$ cat config.mk
export PLATFORM = sky130hd
export DESIGN_NAME = sat_gain_stage
export DESIGN_NICKNAME = d
export VERILOG_FILES = /design/src/rtl/sat_gain_stage.sv
export SDC_FILE = /design/constraint.sdc
export NUM_CORES = 1
export LEC_CHECK = 0
export CAP_MARGIN = 5
export CORE_ASPECT_RATIO = 0.75
export CORE_MARGIN = 8
export CORE_UTILIZATION = 45
export DETAILED_ROUTE_END_ITERATION = 12
export PLACE_DENSITY = 0.65
export SYNTH_ARGS = -nofsm -noshare
export SYNTH_HDL_FRONTEND = slang
export SYNTH_SLANG_ARGS = --single-unit
$ cat constraint.sdc
create_clock -name clk -period 0.8 [get_ports clk]
set_clock_uncertainty 0.2 [all_clocks]
set_input_delay 0.16 -clock clk [delete_from_list [all_inputs] [get_ports clk]]
set_output_delay 0.16 -clock clk [all_outputs]
set_load 0.02 [all_outputs]
$ cat src/rtl/sat_gain_stage.sv
module sat_gain_stage #(
  parameter int DATA_W = 16,
  parameter int COEF_W = 16,
  parameter int FRAC_W = 14
) (
  input  logic              clk,
  input  logic              rst_n,
  input  logic              in_valid,
  input  logic [DATA_W-1:0] in_sample,
  input  logic [COEF_W-1:0] coef,
  input  logic              sat_clr,
  output logic              out_valid,
  output logic [DATA_W-1:0] out_sample,
  output logic              sat_pulse,
  output logic              sat_sticky
);
  localparam int PROD_W = DATA_W + COEF_W + 1;
  localparam int SHR_W  = PROD_W - FRAC_W;
  localparam logic signed [SHR_W-1:0] MAX_V = SHR_W'((1 << (DATA_W-1)) - 1);
  localparam logic signed [SHR_W-1:0] MIN_V = -SHR_W'(1 << (DATA_W-1));

  logic signed [PROD_W-1:0] prod, rnd;
  logic signed [SHR_W-1:0]  scaled;
  logic                     hi, lo;
  logic [DATA_W-1:0]        clamped;

  assign prod    = PROD_W'($signed(in_sample)) * $signed({1'b0, coef});
  assign rnd     = prod + PROD_W'(1 << (FRAC_W-1));
  assign scaled  = SHR_W'(rnd >>> FRAC_W);
  assign hi      = scaled > MAX_V;
  assign lo      = scaled < MIN_V;
  assign clamped = hi ? MAX_V[DATA_W-1:0] : lo ? MIN_V[DATA_W-1:0] : scaled[DATA_W-1:0];

  always_ff @(posedge clk or negedge rst_n) begin
    if (!rst_n) begin
      out_valid  <= 1'b0;
      out_sample <= '0;
      sat_pulse  <= 1'b0;
      sat_sticky <= 1'b0;
    end else begin
      out_valid <= in_valid;
      sat_pulse <= in_valid && (hi || lo);
      if (in_valid) out_sample <= clamped;
      if (in_valid && (hi || lo)) sat_sticky <= 1'b1;
      else if (sat_clr)           sat_sticky <= 1'b0;
    end
  end
endmodule


==> flow_metrics.py <==
metrics = {
    "outcome": {
        "status": "complete, but fails checks",
        "violations": "setup timing",
    },
    "sta": {
        "hold_viol_final": 0,
        "min_period_ns": 6.236,
        "setup_viol": 37,
        "timing.final.crit_share": 7.795,
        "finalMaxSlewViolations": 0,
        "max_freq_mhz": 160.4,
        "slew_headroom": 0.7399,
        "rsz0062_at_grt": "yes",
        "tightest_slew_ns": 0.3882,
        "setup_ws_ns": -5.436,
    },
    "yosys": {
        "synth_area_leaders": "fa_1 40%, ha_1 15%, inv_1 9.2%",
        "yosys.cell_count.top_type": "inv_1",
        "seq_area_frac_synth": 0.04881,
        "ys.flop_type": "dfrtp_1",
        "async_reset_ff_frac": 1.000,
        "syn_inst": 1093,
        "synth_top_cell_area_share": 0.3987,
        "synth-edff-count": 0,
        "yosys.area.top_type": "fa_1",
        "yosys_warnings": 0,
        "synth.distinct_cells": 60,
        "synthesis.area_um2": 9742,
        "avgSynthCellArea_um2": 8.913,
        "synth_common_cells": "239 x inv_1, 194 x fa_1, 165 x nand2_1",
        "ys_ff_latch": 19,
        "synth_nets": 1440,
    },
    "cells_and_area": {
        "finalNetCount": 1703,
        "drive_above_1_share": 0.3041,
        "multi_input_area_um2": 8750,
        "n_fill_cell": 1759,
        "syn_to_final_growth_pct": 37.95,
        "diodes": 0,
        "seq_area_um2": 475.5,
    },
    "placed_design": {
        "gp_congestion": 0.8965,
        "portBuffers": 54,
        "dp_slack_ns": -6.143,
        "detailed_place_hpwl_mm": 21.32,
    },
    "global_route": {
        "grt_max_degree": 26,
        "grt_pass1_wl_mm": 44.75,
        "grt-ovfl-total": 0,
        "grt.total_usage": 0.2103,
        "antenna_found_initial": 0,
        "grt_pass1_vias": 8700,
    },
    "drt": {
        "wl_per_cell_um": 16.91,
        "viasPerCell": 5.138,
        "drc": 0,
        "drtPass1Iterations": 5,
        "drt_first_iter_violations": 517,
        "vias": 8442,
        "drt-total-wl_mm": 27.79,
        "ant_nets": 0,
    },
    "worst_hold_path": {
        "min-delay-path-class": "in -> async",
    },
    "run": {
        "drv_cap": 0,
    },
    "clock_tree": {
        "clkSlewWorstSetupHoldPaths_ns": 0.06,
        "cts.sinks": 19,
        "htree_levels": 1,
        "clk_path_buf_depth": 2,
        "hold_buffers": 0,
        "cts-buffers-inserted": 3,
        "tritoncts": "done",
        "clkLatencyLatePin_ns": 0.25,
        "cts-root-buf": "clkbuf_16",
    },
    "worst_setup_path": {
        "regToRegStartpoint": "out_sample[14]$_DFFE_PN0P_",
        "cp-startpoint": "in_sample[10]",
        "worst_path_most_repeated_cell": "fa_1",
        "critical_path.endpoint": "out_sample[3]$_DFFE_PN0P_",
        "slowest_stage": "or4_4",
        "cp.required_ns": 0.75,
        "path_max_fanout": 8,
        "r2r_cells": 3,
        "worstReg2RegEnd": "out_sample[14]$_DFFE_PN0P_",
        "cp-start-kind": "input pin",
        "worstSetupPathType": "in -> reg",
        "rrSetupSlack_ns": -0.30,
        "arrival_ns": 6.19,
        "worstSetupEndpointType": "register",
        "cp_slowest_stage_delay_ns": 0.58,
    },
    "die": {
        "dieArea_um2": 26660,
        "io-pin-count": 55,
        "die-height_um": 143.4,
        "core_area_um2": 21180,
        "die_w_um": 185.9,
        "rows": 46,
        "floorplan.initialDensity": 0.4599,
    },
}
metal layers:
layer | track usage | vias to the layer above | share of wire
met4 | 0.03251 | 0 | 0.013
met3 | 0.03103 | 34 | 0.068
met2 | 0.3488 | 280 | 0.49
li1 | - | 3898 | -
met1 | 0.2925 | 4230 | 0.43
met5 | 0 | - | 0
repair_timing:
| item | CTS | global route |
|---|---|---|
| cloned | 7 | 2 |
| resized for setup | 247 | 70 |
| setup endpoints to repair | 38 | 37 |
| buffers inserted | 60 | 18 |
| pin swaps | 55 | 34 |
| hold endpoints to repair | 0 | 0 |
sequential cells by signal (all words and copies together) (netlist names):
name        count
sat_pulse       1
out_sample     16
sat_sticky      1
out_valid       1
critical path: cells and delay by family:
family / cells / cell delay, ns
and+or+nand+nor: 4 / 1.05
AOI/OAI and AO/OA: 5 / 0.53
buffers and inverters: 10 / 1.09
adders and majority gates: 7 / 3.36
area by class of cell:
cell class              instances  share of cell area
multi-input cells             791              0.6511
clock buffers                   4            0.005865
well taps                     288             0.02681
flip-flops and latches         19             0.03538
inverters                     240             0.06796
repair buffers                301              0.2129
cell families after synthesis:
logic type | synth area share
adder cells (fa/ha/maj) | 0.5489
buffers and inverters | 0.1134
multiplexers | 0.001028
AND/OR/NAND/NOR | 0.1788
AO/OA/AOI/OAI | 0.09042
XOR/XNOR | 0.01862
flip-flops | 0.04881
worst min-delay path by stage:
stage / startpoint / endpoint / slack (ns) / cells after the start
global placement: out_sample[2]$_DFFE_PN0P_ / out_sample[2]$_DFFE_PN0P_ / 0.29 / 2
finish: rst_n / out_sample[13]$_DFFE_PN0P_ / 0.05 / 2
CTS: rst_n / out_sample[13]$_DFFE_PN0P_ / 0.06 / 2
global route: rst_n / sat_sticky$_DFFE_PN0P_ / 0.06 / 2
detailed placement: out_sample[7]$_DFFE_PN0P_ / out_sample[7]$_DFFE_PN0P_ / 0.30 / 2
floorplan: rst_n / out_sample[0]$_DFFE_PN0P_ / -0.34 / 0
metrics by stage:
| stage | hold WS, ns | cells | TNS, ns | instance area [um2] | utilization |
|---|---|---|---|---|---|
| finish | 0.04510 | 1643 | -103.37 | 13440 | 0.6345 |
| global route | 0.05859 | 1643 | -106.67 | 13440 | 0.6345 |
| CTS | 0.05577 | 1629 | -103.88 | 13230 | 0.6248 |
| floorplan | -0.3356 | 1093 | -90.95 | 10120 | - |
| global placement | 0.2901 | 1558 | -118.02 | 12120 | 0.5720 |
| detailed placement | 0.2983 | 1558 | -119.00 | 12120 | 0.5720 |
placed cells by master, fill, tap and decap left out, drive strengths merged, types with 14 or more instances in the layout:
master	n
buf	268
inv	240
fa	194
nand2	165
ha	117
and2	115
a21oi	33
o21ai	24
nor2	23
dfrtp	19
xnor2	14
clkbuf	14
Power is not shown: default switching activity piles up to over one toggle a cycle in this logic, so the estimate is an artifact.
